### src/rtl/mcx_pkg.sv
package mcx_pkg;
   localparam int unsigned INSTR_W = 32;
   localparam int unsigned IMM_W   = 16;
   localparam int unsigned RIDX_W  = 5;
   localparam int unsigned SFT_W   = 5;

   localparam logic [5:0] FN_NOP   = 6'h00;
   localparam logic [5:0] FN_ADD   = 6'h01;
   localparam logic [5:0] FN_ADDHI = 6'h02;
   localparam logic [5:0] FN_SUB   = 6'h03;
   localparam logic [5:0] FN_SUBHI = 6'h04;
   localparam logic [5:0] FN_AND   = 6'h05;
   localparam logic [5:0] FN_OR    = 6'h06;
   localparam logic [5:0] FN_XOR   = 6'h07;
   localparam logic [5:0] FN_NOT   = 6'h08;
   localparam logic [5:0] FN_SHL   = 6'h09;
   localparam logic [5:0] FN_SHRL  = 6'h0a;
   localparam logic [5:0] FN_SHRA  = 6'h0b;
   localparam logic [5:0] FN_ROTL  = 6'h0c;
   localparam logic [5:0] FN_MUL8  = 6'h0d;
   localparam logic [5:0] FN_MIN   = 6'h0e;
   localparam logic [5:0] FN_MAX   = 6'h0f;
   localparam logic [5:0] FN_CMP   = 6'h10;
   localparam logic [5:0] FN_MOVI  = 6'h11;
   localparam logic [5:0] FN_REG   = 6'h13;
   localparam logic [5:0] FN_MSB   = 6'h14;
   localparam logic [5:0] CTRL_LO  = 6'h14;
   localparam logic [5:0] CTRL_HI  = 6'h17;
   localparam logic [5:0] HDR_LONG = 6'h30;

   typedef struct packed {
      logic [5:0]        opcode;
      logic              rep;
      logic [RIDX_W-1:0] dst;
      logic [5:0]        func;
      logic              reg_form;
      logic              movi;
      logic              ctrl;
      logic              seq;
      logic [IMM_W-1:0]  imm;
      logic [SFT_W-1:0]  shamt;
   } mcx_dec_t;
endpackage

### src/rtl/mcx_decode.sv
module mcx_decode
   import mcx_pkg::*;
(
   input  logic [INSTR_W-1:0] instr,
   output mcx_dec_t           dec
);
   logic [5:0] hdr;
   assign hdr = instr[31:26];

   always_comb begin
      dec = '0;
      // variable-length header: short form carries a repeat bit
      if (hdr < HDR_LONG) begin
         dec.opcode = {1'b0, hdr[5:1]};
         dec.rep    = hdr[0];
      end else begin
         dec.opcode = hdr;
         dec.rep    = 1'b0;
      end
      dec.reg_form = (dec.opcode == FN_REG);
      dec.movi     = (dec.opcode == FN_MOVI);
      dec.ctrl     = (dec.opcode >= CTRL_LO) && (dec.opcode <= CTRL_HI);
      dec.seq      = (dec.opcode >= HDR_LONG);
      dec.imm      = instr[15:0];
      dec.shamt    = instr[25:21];
      if (dec.reg_form) begin
         dec.dst  = instr[15:11];
         dec.func = {1'b0, instr[4:0]};
      end else begin
         dec.dst  = instr[20:16];
         dec.func = (dec.opcode <= FN_CMP) ? dec.opcode : FN_NOP;
      end
   end
endmodule

### src/rtl/mcx_msb.sv
module mcx_msb #(
   parameter  int unsigned W  = 32,
   localparam int unsigned IW = $clog2(W)
) (
   input  logic [W-1:0]  val,
   output logic [IW-1:0] idx
);
   // ascending scan: the last set bit seen is the highest
   always_comb begin
      idx = '0;
      for (int i = 0; i < W; i++) begin
         if (val[i]) idx = IW'(i);
      end
   end
endmodule

### src/rtl/mcx_alu.sv
module mcx_alu
   import mcx_pkg::*;
#(
   parameter  int unsigned DATA_W = 32,
   localparam int unsigned SH_W   = $clog2(DATA_W)
) (
   input  logic [5:0]        func,
   input  logic [DATA_W-1:0] op_a,
   input  logic [DATA_W-1:0] op_b,
   input  logic              cin,
   output logic [DATA_W-1:0] res,
   output logic              cout,
   output logic              cupd
);
   logic              cin_use;
   logic [DATA_W:0]   add_w;
   logic [DATA_W:0]   sub_rhs;
   logic [SH_W-1:0]   sh;
   logic [2*DATA_W-1:0] rot_w;
   logic [SH_W-1:0]   msb_idx;
   logic [15:0]       prod;

   assign cin_use = ((func == FN_ADDHI) || (func == FN_SUBHI)) && cin;
   assign add_w   = {1'b0, op_a} + {1'b0, op_b} + {{DATA_W{1'b0}}, cin_use};
   assign sub_rhs = {1'b0, op_b} + {{DATA_W{1'b0}}, cin_use};
   assign sh      = op_b[SH_W-1:0];
   assign rot_w   = {op_a, op_a} << sh;
   assign prod    = op_a[7:0] * op_b[7:0];
   assign cupd    = (func >= FN_ADD) && (func <= FN_SUBHI);

   mcx_msb #(.W(DATA_W)) u_msb (.val(op_b), .idx(msb_idx));

   always_comb begin
      res  = '0;
      cout = 1'b0;
      case (func)
         FN_ADD, FN_ADDHI: begin
            res  = add_w[DATA_W-1:0];
            cout = add_w[DATA_W];
         end
         FN_SUB, FN_SUBHI: begin
            res  = op_a - op_b - DATA_W'(cin_use);
            cout = ({1'b0, op_a} < sub_rhs);
         end
         FN_AND:  res = op_a & op_b;
         FN_OR:   res = op_a | op_b;
         FN_XOR:  res = op_a ^ op_b;
         FN_NOT:  res = ~op_b;
         FN_SHL:  res = op_a << sh;
         FN_SHRL: res = op_a >> sh;
         FN_SHRA: res = $unsigned($signed(op_a) >>> sh);
         FN_ROTL: res = rot_w[2*DATA_W-1:DATA_W];
         FN_MUL8: res = DATA_W'(prod);
         FN_MIN:  res = (op_a < op_b) ? op_a : op_b;
         FN_MAX:  res = (op_a > op_b) ? op_a : op_b;
         FN_CMP:  res = (op_a == op_b) ? DATA_W'(0) :
                        (op_a > op_b)  ? DATA_W'(1) : DATA_W'(2);
         FN_MSB:  res = DATA_W'(msb_idx);
         default: res = '0;
      endcase
   end
endmodule

### src/rtl/mcx_exec_stage.sv
module mcx_exec_stage
   import mcx_pkg::*;
#(
   parameter int unsigned DATA_W    = 32,
   parameter bit          HAS_CARRY = 1'b1
) (
   input  logic               clk,
   input  logic               rst_n,
   input  logic               exec_en,
   input  logic [INSTR_W-1:0] instr,
   input  logic [DATA_W-1:0]  src_a,
   input  logic [DATA_W-1:0]  src_b,
   output logic [5:0]         opcode,
   output logic               rep,
   output logic [RIDX_W-1:0]  dst,
   output logic [DATA_W-1:0]  result,
   output logic               ctrl_op,
   output logic               seq_op
);
   generate
      if ((DATA_W < 16) || ((DATA_W & (DATA_W - 1)) != 0)) begin : g_bad_width
         $error("mcx_exec_stage: DATA_W must be a power of two of at least 16");
      end
   endgenerate

   mcx_dec_t          dec;
   logic [DATA_W-1:0] opb_sel;
   logic [DATA_W-1:0] alu_res;
   logic [DATA_W-1:0] movi_res;
   logic              c_q;
   logic              c_nx;
   logic              c_upd;

   mcx_decode u_dec (.instr(instr), .dec(dec));

   assign opb_sel  = dec.reg_form ? src_b : DATA_W'(dec.imm);
   assign movi_res = DATA_W'(dec.imm) << dec.shamt;

   mcx_alu #(.DATA_W(DATA_W)) u_alu (
      .func (dec.func),
      .op_a (src_a),
      .op_b (opb_sel),
      .cin  (c_q),
      .res  (alu_res),
      .cout (c_nx),
      .cupd (c_upd)
   );

   generate
      if (HAS_CARRY) begin : g_carry
         always_ff @(posedge clk or negedge rst_n) begin
            if (!rst_n)               c_q <= 1'b0;
            else if (exec_en && c_upd) c_q <= c_nx;
         end
      end else begin : g_no_carry
         assign c_q = 1'b0;
      end
   endgenerate

   assign opcode  = dec.opcode;
   assign rep     = dec.rep;
   assign dst     = dec.dst;
   assign ctrl_op = dec.ctrl;
   assign seq_op  = dec.seq;
   assign result  = dec.movi ? movi_res : alu_res;
endmodule

### config.mk
export PLATFORM = sky130hd
export DESIGN_NAME = mcx_exec_stage
export DESIGN_NICKNAME = d
export VERILOG_FILES = /design/src/rtl/mcx_pkg.sv /design/src/rtl/mcx_decode.sv /design/src/rtl/mcx_msb.sv /design/src/rtl/mcx_alu.sv /design/src/rtl/mcx_exec_stage.sv
export SDC_FILE = /design/constraint.sdc
export NUM_CORES = 1
export LEC_CHECK = 0
export ABC_AREA = 1
export BUFFER_PORTS_ARGS = -buffer_cell sky130_fd_sc_hd__buf_2
export CORE_MARGIN = 3
export CORE_UTILIZATION = 45
export CTS_BUF_LIST = sky130_fd_sc_hd__clkbuf_4
export CTS_CLUSTER_SIZE = 28
export DETAILED_ROUTE_END_ITERATION = 10
export PLACE_DENSITY = 0.66
export SLEW_MARGIN = 20
export SYNTH_ARGS = -nofsm -noshare
export SYNTH_HDL_FRONTEND = slang
export SYNTH_SLANG_ARGS = --single-unit
### constraint.sdc
create_clock -name clk -period 8.9 [get_ports clk]
set_clock_uncertainty 0.2 [all_clocks]
set_input_delay 1.78 -clock clk [delete_from_list [all_inputs] [get_ports clk]]
set_output_delay 1.78 -clock clk [all_outputs]
set_load 0.05 [all_outputs]
# Yosys cells after proc, flatten, opt, wreduce, memory -nomap -nowiden
# Index checks and enable logic that the tools add are counted.
[classes]
order_cmp = 10
add_sub_neg = 5
n_eq_ne = 20
div_mod_pow = 0
muxes = 42
reduce_logical = 7
bitwise = 4
n_shift = 5
mul = 1
[ops]
columns = ["cell", "n"]
rows = [
  ["32-bit case mux with 15 select lines", 1],
  ["32-bit 2-to-1 mux", 5],
  ["5-bit 2-to-1 mux", 30],
  ["64-bit by 5-bit << shifter with 64-bit output", 1],
  ["6-bit by 4-bit equality test with 1-bit output (second input constant)", 8],
  ["32-bit by 1-bit adder with 33-bit output", 1],
  ["32-bit by 32-bit adder with 33-bit output", 1],
  ["33-bit by 1-bit adder with 33-bit output", 1],
  ["32-bit by 33-bit < comparator with 1-bit output", 1],
  ["32-bit bitwise AND", 1],
  ["32-bit equality test", 1],
  ["32-bit greater-than comparator", 1],
  ["32-bit < comparator", 1],
  ["32-bit NOT", 1],
  ["32-bit bitwise OR", 1],
  ["16-bit by 5-bit << shifter with 32-bit output", 1],
  ["32-bit by 5-bit << shifter with 32-bit output", 1],
  ["32-bit by 5-bit right shift with 32-bit output", 1],
  ["32-bit by 5-bit >>> shifter with 32-bit output", 1],
  ["32-bit by 1-bit subtractor with 32-bit output", 1],
  ["32-bit subtractor", 1],
  ["32-bit bitwise XOR", 1],
  ["6-bit by 3-bit equality test with 1-bit output (second input constant)", 4],
  ["6-bit by 5-bit equality test with 1-bit output (second input constant)", 4],
  ["18 further kinds", 24],
]
[totals]
rom_bits = 0
register_bits = 1
ram_bits = 0
latchBits = 0
out_inout_bits = 46
mem_count = 0
inputBits = 99

# Longest topological paths before layout
[logic_depth]
ltp_word = 37
depth_mapped = 42
ltp_nobuf = 42

# Modules after synthesis
# A second synthesis with hierarchy kept.
[hier_totals]
cells_unflattened = 3840
area_unflattened_um2 = 19627.6
[modules_own_cells]
columns = ["mod", "area_each_um2", "n_inst", "cells_each", "seq_area_each_um2"]
rows = [
  ["mcx_alu", 16965.0, 1, 3301, 0.0],
  ["mcx_exec_stage", 1780.5, 1, 354, 25.0],
  ["mcx_decode", 474.2, 1, 85, 0.0],
  ["mcx_msb", 407.9, 1, 100, 0.0],
]

# Worst setup path after synthesis
# Ideal clock, no wire load.
[synth_timing]
kind = "input to output"
startpoint = "input instr[30]"
endpoint = "output result[15]"
t_arrival_ns = 7.935
n_path_buf = 4
stages = 35
t_required_ns = 6.920
setup_slack_ns = -1.015
cell_sequence = "inv_1 nand3_1 nor2_2 buf_6 nand2_1 o21ai_1 clkbuf_1 clkbuf_1 clkbuf_1 nor2_1 fa_1 fa_1 inv_1 fa_1 fa_1 inv_1 ha_1 inv_1 o21bai_1 nand2_1 a21oi_1 o21ai_0 nand2_1 a21oi_1 nor2_1 o21ai_0 nand2_1 nand2_1 nand2_1 a21oi_1 a21oi_1 o21ai_0 o2111ai_1 nor2_1 o211ai_1"
[synth_between]
elab_chain_cells = 11
[synth_rtl]
columns = ["element", "line", "source"]
rows = [
  ["start, declared", "mcx_exec_stage.sv:10", "input logic [INSTR_W-1:0] instr,"],
  ["6-bit < comparator", "mcx_decode.sv:13", "if (hdr < HDR_LONG) begin"],
  ["7-bit 2-to-1 mux *", "mcx_decode.sv:13", ""],
  ["branches (longest 8 deep; another with 32-bit by 32-bit adder with 33-bit output)", "n/a", ""],
  ["32-bit 2-to-1 mux *", "mcx_exec_stage.sv:65", "assign result = dec.movi ? movi_res : alu_res;"],
  ["end, declared", "mcx_exec_stage.sv:16", "output logic [DATA_W-1:0] result,"],
]
# Mark *: on every way between the ends.

# Final worst setup path
# Ends and elaborated chain as after synthesis.

==> out/results.env <==
RUN_STATUS='finished with violations'
VIOLATED_CHECKS='negative setup slack'
PORT_BUFFERS=144
REGISTERS.TOP_BY_FF_COUNT='c_q'
IRDROPWORSTVDD_mV=0.0718
FINAL_LAYOUT_SIZE_SUFFIX_GT1_SHARE_PCT=21.8
MAX_FREQUENCY_GHz=0.108
DIE_H_UM=192
SYNTH-COMPOUND-AREA-SHARE_PCT=29.3
DETAILEDROUTE.FIRSTPASSITERATIONCOUNT=7
POST-ROUTE-MIN-PERIOD_PS=9270
SYNTH.AVG_CELL_AREA_UM2=5.67
DP.FINAL_HPWL_MM=72.4
GRTUSAGEMET1_PCT=61.5
FINAL_CELL_MIX='573 x sky130_fd_sc_hd__nand2_1, 361 x sky130_fd_sc_hd__inv_1, 308 x sky130_fd_sc_hd__o21ai_0'
SYNTH_FP_NETS=3122
TIMING_WORST_SLEW_PIN_VALUE_PS=948
GRT_ANTENNA_BEFORE_REPAIR=3
CRITPATHMAXSTAGEDELAY_PS=560
WORSTPATHARRIVAL_PS=7290
FINAL_COMMON_CELL='sky130_fd_sc_hd__nand2_1'
WORSTSKEWPAIRLATENCY_PS=0
SYNTH_TOP_FAMILY_BY_AREA='simple AND/OR/NAND/NOR gates'
COUNT_OF_ROUTING_VIOLATIONS_AFTER_THE_OPENING_DETAILED_ROUTE_ITERATION=3465
SYNTHFLOPTYPE='sky130_fd_sc_hd__dfrtp_1'
FINAL.PERIOD_UTILIZATION_PCT=104
LARGEST_NET_DEGREE_AT_THE_START_OF_GLOBAL_ROUTING=87
WORSTSETUPSTARTPOINTTYPE='primary input'
SYNTH-WARNING-COUNT=0
POSTSYNTHCELLCOUNT=2757
SYNTH_LARGEST_AREA_CELL='sky130_fd_sc_hd__ha_1'
IO-PIN-COUNT=145
SYNTH_FA_HA_AREA_SHARE_PCT=23.2
SLEW_LIMIT_FAILS=0
FINALSETUPTNS_PS=-1890
CRITPATHCAPTURETYPE='primary output'
TIMING.SLEW.HEADROOM_PCT=36.7
POST_SYNTH_INSTANCE_AREA_UM2=15600
POST_SYNTH_MUX_AREA_SHARE_PCT=2.05
GLOBALPLACE.CONGESTION=1.14
TIMING.FINAL.WS_SETUP_PS=-367
GRT_PASS1_VIAS=20930
POST_SYNTH_XOR_AREA_FRACTION_PCT=2.41
WIRELENGTH_PER_CELL_UM=25.4
CP_TOP_FAMILY='adder cells'
DETAILED_PLACE.AREA_UM2=18500
KIND_OF_PATH_BEHIND_THE_TIGHTEST_HOLD_CHECK='flip-flop to flip-flop'
RSZ0062_AT_GRT='true'
GRT_BUSIEST_LAYER='met2'
SYNTH-EDFF-COUNT=0
N_ANTENNA_CELL=0
POWER.TOTAL_mW=1.73
LARGEST_REG_FLOPS=1
CP_SLOWEST_CELL='sky130_fd_sc_hd__fa_1'
CRITICAL-PATH-TOP-CELL-BY-COUNT='sky130_fd_sc_hd__fa_1'
CRITPATHKIND='primary input to primary output'
CTS.REPORTEDPATHS.CLKPINSLEW_PS=0
VIA_COUNT=22593
P_LEAK_nW=9.73
ROUTE.DETAILED.DRC=0
POWER_DENSITY_nW_PER_UM2=87.5
HOLD_SLACK_PS=511
DIE_AREA_UM2=37000
YS_FF_LATCH=1
TIMING.CRITICAL_PATH.REQUIRED_PS=6920
CRIT_BUF_INV=9
COREAREA_UM2=33900
NNETSFINAL=3422
MET2_LAYER_USAGE_REPORTED_BY_GLOBAL_ROUTE_PCT=65.8
SYNTH.AREA.TOP_CELLS='sky130_fd_sc_hd__ha_1 18%, sky130_fd_sc_hd__nand2_1 15%, sky130_fd_sc_hd__o21ai_0 11%'
DRTANTENNAVIOLNETS=0
GRT_FIRST_PASS_WIRELENGTH_MM=128
PER_CELL_VIA_COUNT_IN_THE_ROUTED_DESIGN=6.45
SYNTHTOLAYOUTAREAGROWTH_PCT=26.3
POSTSYNTH.ASYNCRESETSHARE_PCT=100
GRT_OVERFLOW=0
GRT_UTIL_ALL_LAYERS_PCT=45.7
STDCELL_AREA_UM2=19700
SYNTHDOMINANTCELLAREASHARE_PCT=18.1
MAX_CAP_VIOLATIONS=0
WIRELENGTH_MM=88.9
PATH_MAX_FANOUT=5
NUMBER_OF_PLACEMENT_ROWS=67
START_UTIL_PCT=46.2
SIMPLE_GATE_SHARE_OF_THE_SYNTHESIZED_AREA_PCT=30.5
SYNTH_SEQUENTIAL_AREA_RATIO_PCT=0.160
POSTCTSHOLDBUFS=0
DIEWIDTH_UM=192
GLOBALROUTEMET3UTIL_PCT=14.7
HOLD_VIOL_FINAL=0
YS_TYPES=64
TIMING.FINAL.SETUP_VIOLATIONS=10
REG_TOP3='c_q (1)'
==> area by class of cell <==
| cell class | count | area (µm²) |
|---|---|---|
| flip-flops and latches | 1 | 25.0 |
| well taps | 448 | 561 |
| fillers | 3475 | 14100 |
| multi-input cells | 2247 | 14600 |
| inverters | 400 | 1530 |
| repair buffers | 407 | 3000 |
==> synth_stat cells (6+ instances only) <==
master / n
sky130_fd_sc_hd__nor4_1: 19
sky130_fd_sc_hd__nand2_1: 610
sky130_fd_sc_hd__clkbuf_1: 76
sky130_fd_sc_hd__nor3_1: 34
sky130_fd_sc_hd__mux2i_1: 32
sky130_fd_sc_hd__a221oi_1: 21
sky130_fd_sc_hd__ha_1: 226
sky130_fd_sc_hd__a2111oi_0: 8
sky130_fd_sc_hd__buf_2: 10
sky130_fd_sc_hd__a21oi_1: 199
sky130_fd_sc_hd__buf_1: 20
sky130_fd_sc_hd__o21a_1: 10
sky130_fd_sc_hd__inv_2: 6
sky130_fd_sc_hd__or2_2: 35
sky130_fd_sc_hd__a211oi_1: 13
sky130_fd_sc_hd__fa_1: 40
sky130_fd_sc_hd__o2111ai_1: 27
sky130_fd_sc_hd__o21ai_2: 7
sky130_fd_sc_hd__nand3_1: 102
sky130_fd_sc_hd__o211ai_1: 28
sky130_fd_sc_hd__nor2_1: 258
sky130_fd_sc_hd__o22ai_1: 49
sky130_fd_sc_hd__nand4_1: 32
sky130_fd_sc_hd__a31oi_1: 19
sky130_fd_sc_hd__xor2_1: 37
sky130_fd_sc_hd__o21bai_1: 9
sky130_fd_sc_hd__o21ai_1: 9
sky130_fd_sc_hd__clkinv_1: 9
sky130_fd_sc_hd__o221ai_1: 12
sky130_fd_sc_hd__o21ai_0: 338
sky130_fd_sc_hd__xnor2_1: 6
sky130_fd_sc_hd__inv_1: 384
sky130_fd_sc_hd__nand2_2: 7
==> repair_timing <==
item                       4_1_cts  5_1_grt
setup buffers                   16       24
gates resized for setup        128      158
cloned                           1        0
hold endpoints to repair         0        0
pin swaps                       60      108
setup endpoints to repair       24       27
==> worst paths after layout <==
kind | depth (start not counted) | to | from | slack [ps]
worst min register to register | 2 | c_q | c_q | 510
worst max-delay path | 33 | result[15] | instr[30] | -370
max in group asynchronous | 1 | c_q | rst_n | 7060
worst min-delay path | 2 | c_q | c_q | 510
min in group asynchronous | 1 | c_q | rst_n | 1350
worst max register to register | 30 | c_q | c_q | 3030
==> power by group <==
part | switching (mW) | internal (mW)
Sequential | 0.00477 | 0.00625
Combinational | 1.07 | 0.641
Clock | 0 | 0
Total | 1.08 | 0.647
==> metrics by stage <==
stage	utilization, %	cells	setup WS, ps
after global placement	54.6	3465	-661
after floorplan	-	2757	-84.9
after global routing	58.3	3503	-638
after CTS	56.2	3480	-370
after detailed placement	54.6	3465	-757
final	58.3	3503	-367
==> per-layer routing <==
| metal | part of all wire, % | up-vias | wire (µm) |
|---|---|---|---|
| li1 | - | 9952 | - |
| met1 | 38 | 10398 | 33900 |
| met2 | 39 | 1845 | 34900 |
| met3 | 16 | 390 | 14300 |
| met4 | 6.3 | 8 | 5630 |
| met5 | 0.074 | - | 66 |
==> cells by family (layout without fill, tap and decap cells) <==
logic type,after synthesis,in the layout
compound gates,785,785
xor+xnor,43,43
fa+ha+maj,266,266
buf+inv,509,807
flops,1,1
mux,32,32
simple gates,1121,1121
==> worst register-to-register path, delay by kind of cell, from the launching register on <==
kind | cells | cell delay, ps
compound gates | 6 | 860
buf+inv | 4 | 420
flops | 1 | 510
fa+ha+maj | 3 | 750
xor+xnor | 1 | 190
simple gates | 16 | 2830
Note: power is estimated with default switching activity, not from simulation.
